### src/rtl/ovs_pkg.sv
// Package: shared sizes and the snapshot type of the serial overhead formatter.
// Assumes the fixed 27-slot map; only the slot count of the leading group and
// the field widths are named here, so the rest is derived.
package ovs_pkg;

    localparam int BYTE_W     = 8;
    localparam int CNT_W      = 16;
    localparam int NUM_LEAD   = 15;
    localparam int NUM_TAIL   = 12;
    localparam int NUM_SLOTS  = NUM_LEAD + NUM_TAIL;
    localparam int FRAME_BITS = NUM_SLOTS * BYTE_W;
    localparam int IDX_W      = $clog2(FRAME_BITS);

    typedef struct packed {
        logic [NUM_LEAD-1:0][BYTE_W-1:0] lead;
        logic [BYTE_W-1:0]               d11;
        logic [BYTE_W-1:0]               d12;
        logic [BYTE_W-1:0]               s1;
        logic [BYTE_W-1:0]               e2;
        logic [BYTE_W-1:0]               b1;
        logic [CNT_W-1:0]                b2_bit;
        logic [CNT_W-1:0]                b2_blk;
        logic [BYTE_W-1:0]               m0;
        logic [BYTE_W-1:0]               m1;
    } ovs_snap_t;

endpackage

### src/rtl/ovs_tick_gen.sv
// Module: serial cycle enable generator.
// Produces a one-clock pulse every BIT_DIV clocks from reset on. It has no
// other input, so alarms can never stop it. BIT_DIV = 1 gives a constant enable.
module ovs_tick_gen #(
    parameter int BIT_DIV = 2
) (
    input  logic clk,
    input  logic rst_n,
    output logic tick_o
);

    generate
        if (BIT_DIV <= 1) begin : g_full_rate
            assign tick_o = 1'b1;
        end else begin : g_divided
            localparam int DW = $clog2(BIT_DIV);
            localparam logic [DW-1:0] LAST = DW'(BIT_DIV - 1);
            logic [DW-1:0] div_q;

            // Count clocks within one serial cycle, wrapping at BIT_DIV.
            always_ff @(posedge clk) begin
                if (!rst_n)             div_q <= '0;
                else if (div_q == LAST) div_q <= '0;
                else                    div_q <= div_q + 1'b1;
            end

            assign tick_o = (div_q == LAST);
        end
    endgenerate

endmodule

### src/rtl/ovs_snapshot_buf.sv
// Module: two-stage snapshot store.
// The pending stage takes every load; a later load overwrites it. The active
// stage copies the pending stage only when the sequencer takes it at a frame
// boundary, so the frame being sent never changes. Assumes take_i is only
// raised while pend_valid_o is high.
module ovs_snapshot_buf
    import ovs_pkg::*;
(
    input  logic      clk,
    input  logic      rst_n,
    input  logic      load_i,
    input  ovs_snap_t snap_i,
    input  logic      take_i,
    output logic      pend_valid_o,
    output ovs_snap_t active_o
);

    ovs_snap_t pend_q;
    ovs_snap_t act_q;
    logic      pvld_q;

    // Capture the parallel inputs on each load.
    always_ff @(posedge clk) begin
        if (!rst_n)      pend_q <= '0;
        else if (load_i) pend_q <= snap_i;
    end

    // Track whether a snapshot is waiting; a load in the take cycle wins.
    always_ff @(posedge clk) begin
        if (!rst_n)      pvld_q <= 1'b0;
        else if (load_i) pvld_q <= 1'b1;
        else if (take_i) pvld_q <= 1'b0;
    end

    // Move the waiting snapshot into the frame being sent.
    always_ff @(posedge clk) begin
        if (!rst_n)      act_q <= '0;
        else if (take_i) act_q <= pend_q;
    end

    assign pend_valid_o = pvld_q;
    assign active_o     = act_q;

endmodule

### src/rtl/ovs_slot_map.sv
// Module: lays the active snapshot out as one 216-bit frame vector.
// Slot 1 occupies the most significant byte, so the vector's MSB is the
// first bit on the line. Purely combinational.
module ovs_slot_map
    import ovs_pkg::*;
(
    input  ovs_snap_t             snap_i,
    output logic [FRAME_BITS-1:0] frame_o
);

    logic [0:NUM_SLOTS-1][BYTE_W-1:0] slot_w;

    generate
        for (genvar k = 0; k < NUM_LEAD; k++) begin : g_lead
            assign slot_w[k] = snap_i.lead[k];
        end
    endgenerate

    assign slot_w[NUM_LEAD + 0]  = snap_i.d11;
    assign slot_w[NUM_LEAD + 1]  = snap_i.d12;
    assign slot_w[NUM_LEAD + 2]  = snap_i.s1;
    assign slot_w[NUM_LEAD + 3]  = snap_i.e2;
    assign slot_w[NUM_LEAD + 4]  = snap_i.b1;
    assign slot_w[NUM_LEAD + 5]  = snap_i.b2_bit[CNT_W-1 -: BYTE_W];
    assign slot_w[NUM_LEAD + 6]  = snap_i.b2_bit[BYTE_W-1:0];
    assign slot_w[NUM_LEAD + 7]  = snap_i.b2_blk[CNT_W-1 -: BYTE_W];
    assign slot_w[NUM_LEAD + 8]  = snap_i.b2_blk[BYTE_W-1:0];
    assign slot_w[NUM_LEAD + 9]  = snap_i.m0;
    assign slot_w[NUM_LEAD + 10] = snap_i.m1;
    assign slot_w[NUM_LEAD + 11] = '0;

    assign frame_o = slot_w;

endmodule

### src/rtl/ovs_bit_seq.sv
// Module: frame sequencer and output squelch.
// Walks a bit index across the frame once per enable. It starts a frame at
// a boundary only if a snapshot is waiting. The squelch flag is set by any
// alarm and re-armed only at a frame start, so frames are never cut short
// and then resumed. Assumes frame_bits_i is stable for the whole frame.
module ovs_bit_seq
    import ovs_pkg::*;
(
    input  logic                  clk,
    input  logic                  rst_n,
    input  logic                  tick_i,
    input  logic                  pend_valid_i,
    input  logic                  alarm_i,
    input  logic [FRAME_BITS-1:0] frame_bits_i,
    output logic                  take_o,
    output logic                  run_o,
    output logic                  squelch_o,
    output logic [IDX_W-1:0]      bit_idx_o,
    output logic                  sync_o,
    output logic                  data_o
);

    localparam logic [IDX_W-1:0] LAST_IDX = IDX_W'(FRAME_BITS - 1);

    logic             run_q;
    logic             sq_q;
    logic [IDX_W-1:0] idx_q;
    logic             boundary_w;
    logic             live_w;
    logic [IDX_W-1:0] sel_w;

    assign boundary_w = !run_q || (idx_q == LAST_IDX);
    assign take_o     = tick_i && boundary_w && pend_valid_i;

    // Advance the bit index per enable; restart or stop at a boundary.
    always_ff @(posedge clk) begin
        if (!rst_n) begin
            run_q <= 1'b0;
            idx_q <= '0;
        end else if (tick_i) begin
            if (boundary_w) begin
                run_q <= pend_valid_i;
                idx_q <= '0;
            end else begin
                idx_q <= idx_q + 1'b1;
            end
        end
    end

    // Latch any alarm; re-evaluate only when a new frame begins.
    always_ff @(posedge clk) begin
        if (!rst_n)       sq_q <= 1'b0;
        else if (take_o)  sq_q <= alarm_i;
        else if (alarm_i) sq_q <= 1'b1;
    end

    assign live_w    = run_q && !sq_q && !alarm_i;
    assign sel_w     = LAST_IDX - idx_q;
    assign sync_o    = live_w && (idx_q == '0);
    assign data_o    = live_w && frame_bits_i[sel_w];
    assign run_o     = run_q;
    assign squelch_o = sq_q;
    assign bit_idx_o = idx_q;

endmodule

### src/rtl/ovh_serial_fmt.sv
// Module: serial overhead byte output formatter (top).
// Joins the enable generator, snapshot store, slot map and sequencer.
// The three alarms are ORed into one squelch request. The serial enable
// leaves the block straight from the generator.
module ovh_serial_fmt
    import ovs_pkg::*;
#(
    parameter int BIT_DIV = 2
) (
    input  logic                            clk,
    input  logic                            rst_n,
    input  logic                            load_i,
    input  logic [NUM_LEAD-1:0][BYTE_W-1:0] lead_bytes_i,
    input  logic [BYTE_W-1:0]               d11_i,
    input  logic [BYTE_W-1:0]               d12_i,
    input  logic [BYTE_W-1:0]               s1_i,
    input  logic [BYTE_W-1:0]               e2_i,
    input  logic [BYTE_W-1:0]               b1_err_i,
    input  logic [CNT_W-1:0]                b2_bit_err_i,
    input  logic [CNT_W-1:0]                b2_blk_err_i,
    input  logic [BYTE_W-1:0]               m0_i,
    input  logic [BYTE_W-1:0]               m1_i,
    input  logic                            los_i,
    input  logic                            lof_i,
    input  logic                            sef_i,
    output logic                            ser_clk_en_o,
    output logic                            ser_sync_o,
    output logic                            ser_data_o
);

    logic                  tick_w;
    logic                  alarm_w;
    logic                  take_w;
    logic                  pend_valid_w;
    logic                  run_w;
    logic                  squelch_w;
    logic [IDX_W-1:0]      bit_idx_w;
    ovs_snap_t             snap_w;
    ovs_snap_t             active_w;
    logic [FRAME_BITS-1:0] frame_w;

    assign alarm_w = los_i || lof_i || sef_i;

    assign snap_w = '{lead:   lead_bytes_i,
                      d11:    d11_i,
                      d12:    d12_i,
                      s1:     s1_i,
                      e2:     e2_i,
                      b1:     b1_err_i,
                      b2_bit: b2_bit_err_i,
                      b2_blk: b2_blk_err_i,
                      m0:     m0_i,
                      m1:     m1_i};

    ovs_tick_gen #(.BIT_DIV(BIT_DIV)) u_tick (
        .clk    (clk),
        .rst_n  (rst_n),
        .tick_o (tick_w)
    );

    ovs_snapshot_buf u_buf (
        .clk          (clk),
        .rst_n        (rst_n),
        .load_i       (load_i),
        .snap_i       (snap_w),
        .take_i       (take_w),
        .pend_valid_o (pend_valid_w),
        .active_o     (active_w)
    );

    ovs_slot_map u_map (
        .snap_i  (active_w),
        .frame_o (frame_w)
    );

    ovs_bit_seq u_seq (
        .clk          (clk),
        .rst_n        (rst_n),
        .tick_i       (tick_w),
        .pend_valid_i (pend_valid_w),
        .alarm_i      (alarm_w),
        .frame_bits_i (frame_w),
        .take_o       (take_w),
        .run_o        (run_w),
        .squelch_o    (squelch_w),
        .bit_idx_o    (bit_idx_w),
        .sync_o       (ser_sync_o),
        .data_o       (ser_data_o)
    );

    assign ser_clk_en_o = tick_w;

endmodule

### config.mk
export PLATFORM = sky130hd
export DESIGN_NAME = ovh_serial_fmt
export DESIGN_NICKNAME = d
export VERILOG_FILES = /design/src/rtl/ovs_pkg.sv /design/src/rtl/ovs_tick_gen.sv /design/src/rtl/ovs_snapshot_buf.sv /design/src/rtl/ovs_slot_map.sv /design/src/rtl/ovs_bit_seq.sv /design/src/rtl/ovh_serial_fmt.sv
export SDC_FILE = /design/constraint.sdc
export NUM_CORES = 1
export LEC_CHECK = 0
export BUFFER_PORTS_ARGS = -buffer_cell sky130_fd_sc_hd__buf_4
export CAP_MARGIN = 20
export CORE_MARGIN = 2
export CORE_UTILIZATION = 32
export DETAILED_ROUTE_END_ITERATION = 16
export PLACE_DENSITY_LB_ADDON = 0.1
export REMOVE_ABC_BUFFERS = 1
export SLEW_MARGIN = 20
export SYNTH_ARGS = -nofsm -noshare
export SYNTH_HDL_FRONTEND = slang
export SYNTH_SLANG_ARGS = --single-unit
### constraint.sdc
create_clock -name clk -period 2.7 [get_ports clk]
set_input_delay 0 -clock clk [delete_from_list [all_inputs] [get_ports clk]]
set_output_delay 0 -clock clk [all_outputs]
set_load 0.01 [all_outputs]
==> impl_metrics.csv, run 1 <==
group,metric,value,unit
critical_path,startpoint_type,"register",
timing,period_needed,2770,ps
global_route,antenna_found_initial,0,
place,globalplace.congestion,0.7965,
floorplanning,start_util,32.52,%
floorplanning,dieWidth,241.3,um
global_route,grt_pass1_wl,78680,um
yosys,ys_types,50,
run,cap_viol_max_count,0,
layout,final_nets,2452,
yosys,synthAdderAreaFrac,0.3472,%
timing,hold_violations,0,
critical_path,reg2reg_from,"u_seq.bit_idx_o[0]$_SDFFE_PN0P_",
critical_path,crit_path_end,"ser_data_o",
yosys,seq_area_frac_synth,47.55,%
timing,worst_slew_pin_slew,817.9,ps
status,outcome,"complete, but fails checks",
clocking,cts_buffer_depth,3,
place,placed_area,20310,um2
floorplanning,dieArea,58230,um2
layout,synthToLayoutAreaGrowth,37.18,%
timing,final.setup_skew,26.91,ps
critical_path,reg2regPathDepth,9,
detailed_routing,drt-initial-drc-count,673,
global_route,grt-ovfl-total,0,
critical_path,cp.arrival,2770,ps
min_path,min_path_cells,3,
yosys,synth_area_per_cell,10.02,um2
global_route,grt_use_total,17.30,%
yosys,ys_ff_latch,428,
floorplanning,fp.coreArea,55420,um2
yosys,synth_edf_count,0,
place,hpwl,32340,um
place,place_ws,197.7,ps
detailed_routing,num_vias,13730,
detailed_routing,drc,0,
yosys,syn-cell-area,18020,um2
floorplanning,num_rows,86,
yosys,synthMuxAreaShare,19.16,%
min_path,hp-class,"in -> reg",
detailed_routing,wl_per_cell,16.74,um
layout,drive_above_1_share,18.13,%
timing,hold_ws,25.00,ps
clocking,cts_tree,"built",
layout,fill_cells,5335,
layout,final_common_cell,"nand2_1",
critical_path,cp_data_required_time,2700,ps
yosys,synth-xor-area-share,0.5346,%
place,portBuffers,216,
global_route,grt_pass1_vias,13940,
global_route,grt_max_degree,142,
yosys,postSynthCellCount,1799,
critical_path,crit_type,"reg -> out",
timing,max_freq,361.0,MHz
timing,rsz0062_at_grt,"true",
floorplanning,die_h,241.3,um
detailed_routing,totalWireLength,50550,um
yosys,synth_compound_area_share,10.13,%
layout,antenna_cells,0,
yosys,ys_async_sr_fraction,0,%
clocking,clk_pin_slew,60,ps
detailed_routing,ant_nets,0,
clocking,clk-insertion-delay-late,600,ps
timing,relSlewSlack,45.48,%
layout,fin_util,44.61,%
yosys,synth_top_family_by_area,"multiplexers",
critical_path,r2r_slack,330,ps
critical_path,r2r-end,"u_buf.active_o[2]$_SDFFE_PN0P_",
power_and_ir_drop,ir_worst_vdd,0.0004916,V
timing,final.period_utilization,102.6,%
yosys,synthSimpleGateAreaFrac,17.83,%
critical_path,end_kind,"output port",
yosys,yosysWarnings,0,
power_and_ir_drop,leakagePower,9.720,nW
critical_path,crit_start,"u_seq.bit_idx_o[1]$_SDFFE_PN0P_",
timing,setup_ws,-70.01,ps
timing,finalSetupViolations,1,
floorplanning,io-pin-count,217,
clocking,cts_sinks,428,
status,failed_checks,"setup timing",
critical_path,worstPathMaxFanout,6,
clocking,cts-root-buf,"clkbuf_16",
clocking,cts_buffers,50,
detailed_routing,first_pass_iters,5,
timing,maxSlewViolCount,0,
yosys,ys.flop_type,"dfxtp_1",
detailed_routing,routed_via_density,4.545,
power_and_ir_drop,power.density,602.6,nW/um2
layout,fin_area,24720,um2
clocking,cts_max_level,2,
layout,mostFrequentLayoutCells,"432 x nand2_1, 425 x dfxtp_1, 253 x buf_4, 242 x dlygate4sd3_1, 221 x mux2i_1",
timing,setup_tns,-70.01,ps
-- area by class of cell --
type	instances	area (um2)	share of cell area [%]
clock inverter	10	118.9	0.4808
tap	748	935.9	3.786
sequential	428	8579	34.71
multi-input combinational	1229	8760	35.44
clock buffer	81	1508	6.099
timing repair buffer	519	4800	19.42
inverter	5	18.77	0.07592
-- power by group --
part	internal [mW]	leakage, nW	switching (mW)
Combinational	0.876	5.42	0.601
Clock	3.99	0.801	2.69
Sequential	6.56	3.50	0.170
-- worst min-delay path by stage --
stage / slack, ps / start / endpoint
5_1_grt: 20 / load_i / u_buf.pend_q[82]$_SDFFE_PN0P_
4_1_cts: 10 / load_i / u_buf.pend_q[55]$_SDFFE_PN0P_
3_5_place_dp: 260 / lead_bytes_i[86] / u_buf.pend_q[174]$_SDFFE_PN0P_
6_report: 30 / load_i / u_buf.pend_q[82]$_SDFFE_PN0P_
2_1_floorplan: 110 / load_i / u_buf.pend_valid_o$_SDFFE_PN0P_
3_3_place_gp: 260 / lead_bytes_i[109] / u_buf.pend_q[197]$_SDFFE_PN0P_
-- cells in the mapped netlist (3+ instances only) --
cell type | count | area, um2
nand2_1 | 432 | 1622
dfxtp_1 | 428 | 8568
mux2i_1 | 222 | 2222
nor2b_1 | 212 | 1326
a21boi_0 | 109 | 818.3
a21boi_1 | 100 | 750.7
clkbuf_1 | 81 | 304.0
mux4_1 | 28 | 735.7
mux4_2 | 19 | 427.9
nor2_1 | 18 | 67.56
buf_2 | 15 | 75.07
buf_4 | 12 | 90.09
nand3_1 | 12 | 60.06
buf_1 | 10 | 37.54
a22oi_1 | 7 | 52.55
buf_6 | 7 | 78.83
clkbuf_8 | 7 | 96.34
xnor2_1 | 7 | 61.31
mux2_2 | 6 | 67.56
a21oi_1 | 5 | 25.02
buf_12 | 5 | 100.1
ha_1 | 5 | 62.56
nor3_1 | 5 | 25.02
inv_1 | 4 | 15.01
xor2_1 | 4 | 35.03
nand4_1 | 3 | 18.77
nand4b_1 | 3 | 26.28
o2111ai_1 | 3 | 26.28
-- what timing repair did --
item	CTS	global route
hold endpoints to repair	268	0
resized for setup	31	9
endpoints found under the setup margin	1	1
cloned	3	0
pin swaps	5	5
setup buffers	14	3
hold buffers	242	0
-- through the flow --
stage               std cells  total power [mW]
finish                   3020             14.90
detailed placement       2668             8.027
CTS                      3018             15.15
global placement         2668             8.014
global route             3020             15.55
floorplan                1662             7.350
-- per-layer routing --
| layer | track usage [%] | part of all wire [%] | vias to the layer above |
|---|---|---|---|
| met5 | 0 | 0 | - |
| met4 | 3.853 | 1.6 | 0 |
| met3 | 2.963 | 3.6 | 56 |
| met2 | 28.12 | 46 | 218 |
| met1 | 24.00 | 48 | 6505 |
| li1 | - | - | 6947 |
-- logic make-up after synthesis --
family / Yosys count
AND/OR/NAND/NOR: 695
AO/OA/AOI/OAI: 243
adder cells (fa/ha/maj): 5
flip-flops: 428
buffers and inverters: 142
multiplexers: 275
XOR/XNOR: 11
-- critical path: stages (launching register included) --
cell     delay, ps
dfxtp_4        400
buf_6          150
mux4_1         550
mux4_2         510
nor3_2         170
or3_4          160
nor4_4          60
buf_4          160
-- sequential cells by signal (all words and copies together) (netlist names) --
name,cells
u_buf.active_o,208
u_seq.bit_idx_o,8
u_buf.pend_q,208
u_buf.pend_valid_o,1
u_tick.tick_o,1
u_seq.run_o,1
u_seq.squelch_o,1
No activity file was read; power rests on OpenSTA's default activity.
==> inputs of run 2 (changes only) <==
- CORE_ASPECT_RATIO: unset -> 1.75
==> impl_metrics.csv, run 2 (same netlist as run 1, synthesis figures left out) <==
group,metric,value,unit
critical_path,reg2regPathDepth,8,
global_route,grt_pass1_wl,80810,um
detailed_routing,drc,0,
min_path,min_path_cells,3,
layout,fill_cells,5385,
detailed_routing,ant_nets,0,
min_path,hp-class,"in -> reg",
min_path,min-delay-start,"load_i",
layout,fin_area,24920,um2
critical_path,cp_data_required_time,2700,ps
clocking,cts_buffers,45,
place,portBuffers,216,
place,dp_cells,2625,
timing,hold_ws,9.487,ps
timing,rsz0062_at_grt,"true",
timing,maxSlewViolCount,0,
critical_path,r2r_slack,540,ps
place,globalplace.congestion,0.8021,
layout,final_nets,2488,
layout,multi_input_area,8783,um2
global_route,grt_use_total,17.59,%
timing,max_freq,363.4,MHz
floorplanning,dieWidth,183.4,um
timing,setup_ws,-51.86,ps
critical_path,startpoint_type,"register",
floorplanning,dieArea,58300,um2
floorplanning,start_util,32.19,%
critical_path,crit_start,"u_seq.bit_idx_o[0]$_SDFFE_PN0P_",
global_route,antenna_found_initial,0,
layout,antenna_cells,0,
detailed_routing,totalWireLength,52000,um
layout,mostFrequentLayoutCells,"432 x nand2_1, 424 x dfxtp_1, 277 x dlygate4sd3_1, 261 x buf_4, 221 x mux2i_1",
detailed_routing,wl_per_cell,17.29,um
clocking,clk_pin_slew,60,ps
run,cap_viol_max_count,0,
layout,layout.cells.non_filler,3007,
layout,final_common_cell,"nand2_1",
layout,drive_above_1_share,18.26,%
critical_path,crit_type,"reg -> out",
floorplanning,fp.coreArea,55970,um2
critical_path,cp.arrival,2750,ps
clocking,cts-root-buf,"clkbuf_16",
critical_path,worstPathMaxFanout,5,
min_path,min_to,"u_buf.pend_q[55]$_SDFFE_PN0P_",
detailed_routing,drt-initial-drc-count,682,
floorplanning,die_h,317.9,um
critical_path,reg2reg_from,"u_seq.bit_idx_o[1]$_SDFFE_PN0P_",
timing,hold_violations,0,
global_route,grt_pass1_vias,14190,
timing,relSlewSlack,63.38,%
timing,final.setup_skew,11.31,ps
clocking,cts_buffer_depth,3,
global_route,grt-ovfl-total,0,
status,failed_checks,"setup timing",
clocking,cts_sinks,428,
clocking,cts_tree,"built",
detailed_routing,num_vias,13870,
place,placed_area,20240,um2
timing,period_needed,2752,ps
floorplanning,io-pin-count,217,
place,hpwl,34590,um
layout,synthToLayoutAreaGrowth,38.30,%
timing,worst_slew_pin_slew,549.3,ps
critical_path,r2r-end,"u_buf.active_o[96]$_SDFFE_PN0P_",
clocking,cts_max_level,2,
critical_path,end_kind,"output port",
global_route,grt_max_degree,129,
timing,finalSetupViolations,1,
floorplanning,num_rows,115,
timing,final.period_utilization,101.9,%
power_and_ir_drop,leakagePower,9.854,nW
detailed_routing,routed_via_density,4.612,
detailed_routing,first_pass_iters,6,
power_and_ir_drop,ir_worst_vdd,0.0003545,V
status,outcome,"complete, but fails checks",
clocking,clk-insertion-delay-late,560,ps
power_and_ir_drop,power.density,584.6,nW/um2
layout,seq_area,8583,um2
[run 2: cell count changes in the layout (fill, tap and decap cells not counted), moves of 4 or more]
cell           previous run  this run
buf_4                   253       261
clkbuf_1                 17        10
clkinv_2                  5         9
dlygate4sd3_1           242       277
buf_8                     2         6
buf_12                   18        11
[run 2: how the worst max path moves through the flow]
| stage | to | slack [ps] | depth (start not counted) |
|---|---|---|---|
| after floorplan | u_buf.active_o[114]$_SDFFE_PN0P_ | -4120 | 5 |
| after global placement | ser_data_o | -30 | 7 |
| after detailed placement | ser_data_o | 10 | 7 |
| after CTS | ser_data_o | -100 | 8 |
| after global routing | ser_data_o | -150 | 7 |
| final | ser_data_o | -50 | 8 |
[run 2: report_power, final]
part	switching (mW)	internal, mW
logic	0.603	0.906
registers	0.172	6.56
clock network	2.65	3.68
[run 2: layout make-up]
type	count	area share (%)
inverter	5	0.07531
timing repair buffer	560	20.67
multi-input combinational	1229	35.24
sequential	428	34.44
clock buffer	70	5.633
tap	702	3.524
clock inverter	13	0.4067
[run 2: timing repair]
action / in CTS / in global routing
endpoints found under the setup margin: 1 / 1
pin swaps: 5 / 4
setup buffers: 16 / 4
resized for setup: 34 / 17
gates cloned: 2 / 0
hold buffers: 277 / 0
hold endpoints to repair: 252 / 0
[run 2: critical path: stages, from the launching register on]
cell	delay (ps)
dfxtp_4	390
buf_12	140
buf_16	120
mux4_2	210
mux4_2	290
nor3_2	40
or3_4	400
nor4_4	400
buf_4	200
[run 2: layer usage]
metal | track usage, % | vias to the layer above | share of wire (%)
li1 | - | 7007 | -
met1 | 21.33 | 6570 | 43
met2 | 32.60 | 237 | 52
met3 | 1.878 | 55 | 2.8
met4 | 4.640 | 0 | 1.8
met5 | 0 | - | 0
[run 2: metrics by stage]
step | setup TNS, ps | setup slack, ps | total power [mW] | utilization [%]
4_1_cts | -96.96 | -96.96 | 14.78 | 44.39
2_1_floorplan | -866090 | -4117 | 7.350 | -
5_1_grt | -145.0 | -145.0 | 15.16 | 44.52
3_3_place_gp | -32.51 | -32.51 | 8.012 | 36.16
3_5_place_dp | 0 | 10.28 | 8.024 | 36.16
6_report | -51.86 | -51.86 | 14.57 | 44.52
==> inputs of run 3 (changes only) <==
- CORE_UTILIZATION: 32 -> 42
==> impl_metrics.csv, run 3 (same netlist as run 1, synthesis figures left out) <==
group,metric,value,unit
power_and_ir_drop,p_sw,3.218,mW
timing,finalSetupViolations,1,
layout,final_nets,2437,
timing,period_needed,2809,ps
power_and_ir_drop,leakagePower,9.619,nW
detailed_routing,totalWireLength,46890,um
floorplanning,fp.coreArea,42420,um2
critical_path,cpPeakStageDelay,560,ps
critical_path,r2r-end,"u_buf.active_o[55]$_SDFFE_PN0P_",
critical_path,cp_data_required_time,2700,ps
global_route,antenna_found_initial,0,
clocking,cts_buffer_depth,3,
critical_path,cpMaxStageDelayCell,"mux4_2",
place,placed_area,20020,um2
layout,antenna_cells,0,
critical_path,cp.depth,8,
detailed_routing,first_pass_iters,7,
timing,final.period_utilization,104.1,%
layout,fin_util,57.13,%
power_and_ir_drop,switching_share,22.55,%
status,outcome,"complete, but fails checks",
detailed_routing,routed_via_density,4.880,
global_route,use_met3,2.385,%
critical_path,startpoint_type,"register",
critical_path,end_kind,"output port",
clocking,cts_sinks,428,
place,hpwl,30530,um
floorplanning,start_util,42.48,%
layout,final_common_cell,"nand2_1",
place,place_ws,68.19,ps
clocking,cts_tree,"built",
global_route,busiest_layer,"met2",
power_and_ir_drop,power.density,588.8,nW/um2
power_and_ir_drop,p_seq_share,47.1,%
global_route,grt_pass1_vias,14150,
timing,final.setup_skew,10.77,ps
status,failed_checks,"setup timing",
layout,fin_area,24230,um2
min_path,min_to,"u_buf.pend_q[140]$_SDFFE_PN0P_",
clocking,cts_max_level,2,
timing,worst_slew_pin_slew,1025,ps
place,portBuffers,216,
critical_path,crit_type,"reg -> out",
power_and_ir_drop,comb_power_share,10.1,%
min_path,min-delay-start,"load_i",
min_path,min_path_cells,3,
floorplanning,dieArea,44640,um2
detailed_routing,ant_nets,0,
detailed_routing,drt-initial-drc-count,678,
floorplanning,num_rows,100,
critical_path,cp_cell_sequence,"buf_12 -> buf_16 -> mux4_2 -> o2111ai_2 -> nand3_2 -> a2111oi_4 -> nor4_4 -> buf_4",
power_and_ir_drop,intPower,11.05,mW
global_route,grt_max_degree,112,
run,cap_viol_max_count,0,
floorplanning,die_h,278.0,um
critical_path,reg2reg_from,"u_seq.bit_idx_o[1]$_SDFFE_PN0P_",
clocking,cts-root-buf,"clkbuf_16",
place,dp_cells,2477,
min_path,hp-class,"in -> reg",
layout,mostFrequentLayoutCells,"432 x nand2_1, 426 x dfxtp_1, 248 x dlygate4sd3_1, 242 x buf_4, 221 x mux2i_1",
timing,setup_ws,-109.4,ps
clocking,clk-insertion-delay-late,540,ps
timing,max_freq,355.9,MHz
critical_path,reg2regPathDepth,7,
global_route,grt_util_met1,24.39,%
clocking,clk_pin_slew,60,ps
global_route,grt_pass1_wl,74910,um
global_route,grt_use_total,20.87,%
timing,relSlewSlack,31.68,%
global_route,grt-ovfl-total,0,
detailed_routing,wl_per_cell,16.68,um
place,globalplace.congestion,0.8595,
critical_path,critical-path-top-delay-family,"compound AO/OA/AOI/OAI gates",
critical_path,r2r_slack,350,ps
timing,rsz0062_at_grt,"true",
critical_path,worstPathMaxFanout,17,
detailed_routing,num_vias,13720,
timing,setup_tns,-109.4,ps
layout,synthToLayoutAreaGrowth,34.47,%
layout,layout.cells.non_filler,2811,
critical_path,crit_start,"u_seq.bit_idx_o[0]$_SDFFE_PN0P_",
power_and_ir_drop,ir_worst_vdd,0.0004626,V
timing,maxSlewViolCount,0,
timing,hold_violations,0,
critical_path,path_buf_inv,3,
power_and_ir_drop,pwr-share-clk,42.8,%
floorplanning,io-pin-count,217,
critical_path,cp.arrival,2810,ps
global_route,use_met2,39.26,%
clocking,cts_buffers,41,
layout,drive_above_1_share,17.47,%
detailed_routing,drc,0,
floorplanning,dieWidth,160.6,um
==> run 3: changes by cell type in the layout (fill, tap and decap cells not counted), moves of 3 or more <==
cell / previous run / this run
clkbuf_16: 48 / 44
clkbuf_1: 10 / 4
dlygate4sd3_1: 277 / 248
buf_4: 261 / 242
buf_12: 11 / 14
==> run 3: worst max path at each step <==
stage	end
final	ser_data_o
after global routing	ser_data_o
after CTS	ser_data_o
after detailed placement	ser_data_o
after global placement	ser_data_o
after floorplan	u_buf.active_o[114]$_SDFFE_PN0P_
==> run 3: layout make-up <==
type,count,area [um2]
Timing Repair Buffer,513,4712
Clock inverter,13,143.9
Fill cell,3766,18180
Tap cell,561,701.9
Sequential cell,428,8576
Multi-Input combinational cell,1229,8770
Inverter,5,18.77
Clock buffer,62,1309
==> run 3: timing repair <==
item,in CTS,in global routing
gates resized for setup,24,14
hold buffers,248,0
endpoints found under the setup margin,1,1
hold endpoints to repair,247,0
setup buffers,8,3
pin swaps,2,2
==> run 3: worst min-delay path: stages <==
cell and delay [ps]:
buf_8 240, mux2i_1 190, nor2b_1 90
==> run 3: routing by layer <==
metal | vias to the layer above | share of wire, % | wire (um)
met5 | - | 0 | 0
met4 | 0 | 2.8 | 1331
met3 | 68 | 2.9 | 1382
met2 | 238 | 53 | 24800
met1 | 6508 | 41 | 19370
li1 | 6903 | - | -
==> run 3: stage by stage <==
step	total power [mW]	hold slack [ps]
after floorplan	7.350	106.3
after global placement	7.985	255.3
after detailed placement	8.000	262.8
after CTS	14.44	38.35
after global routing	14.84	62.07
final	14.27	41.41
==> run 3: power by group through the flow <==
stage,Combinational [mW],Clock [mW],Sequential (mW)
after CTS,1.46,6.27,6.72
final,1.44,6.11,6.72
after global placement,1.11,0,6.87
after floorplan,0.545,0,6.81
after global routing,1.58,6.51,6.74
after detailed placement,1.12,0,6.88
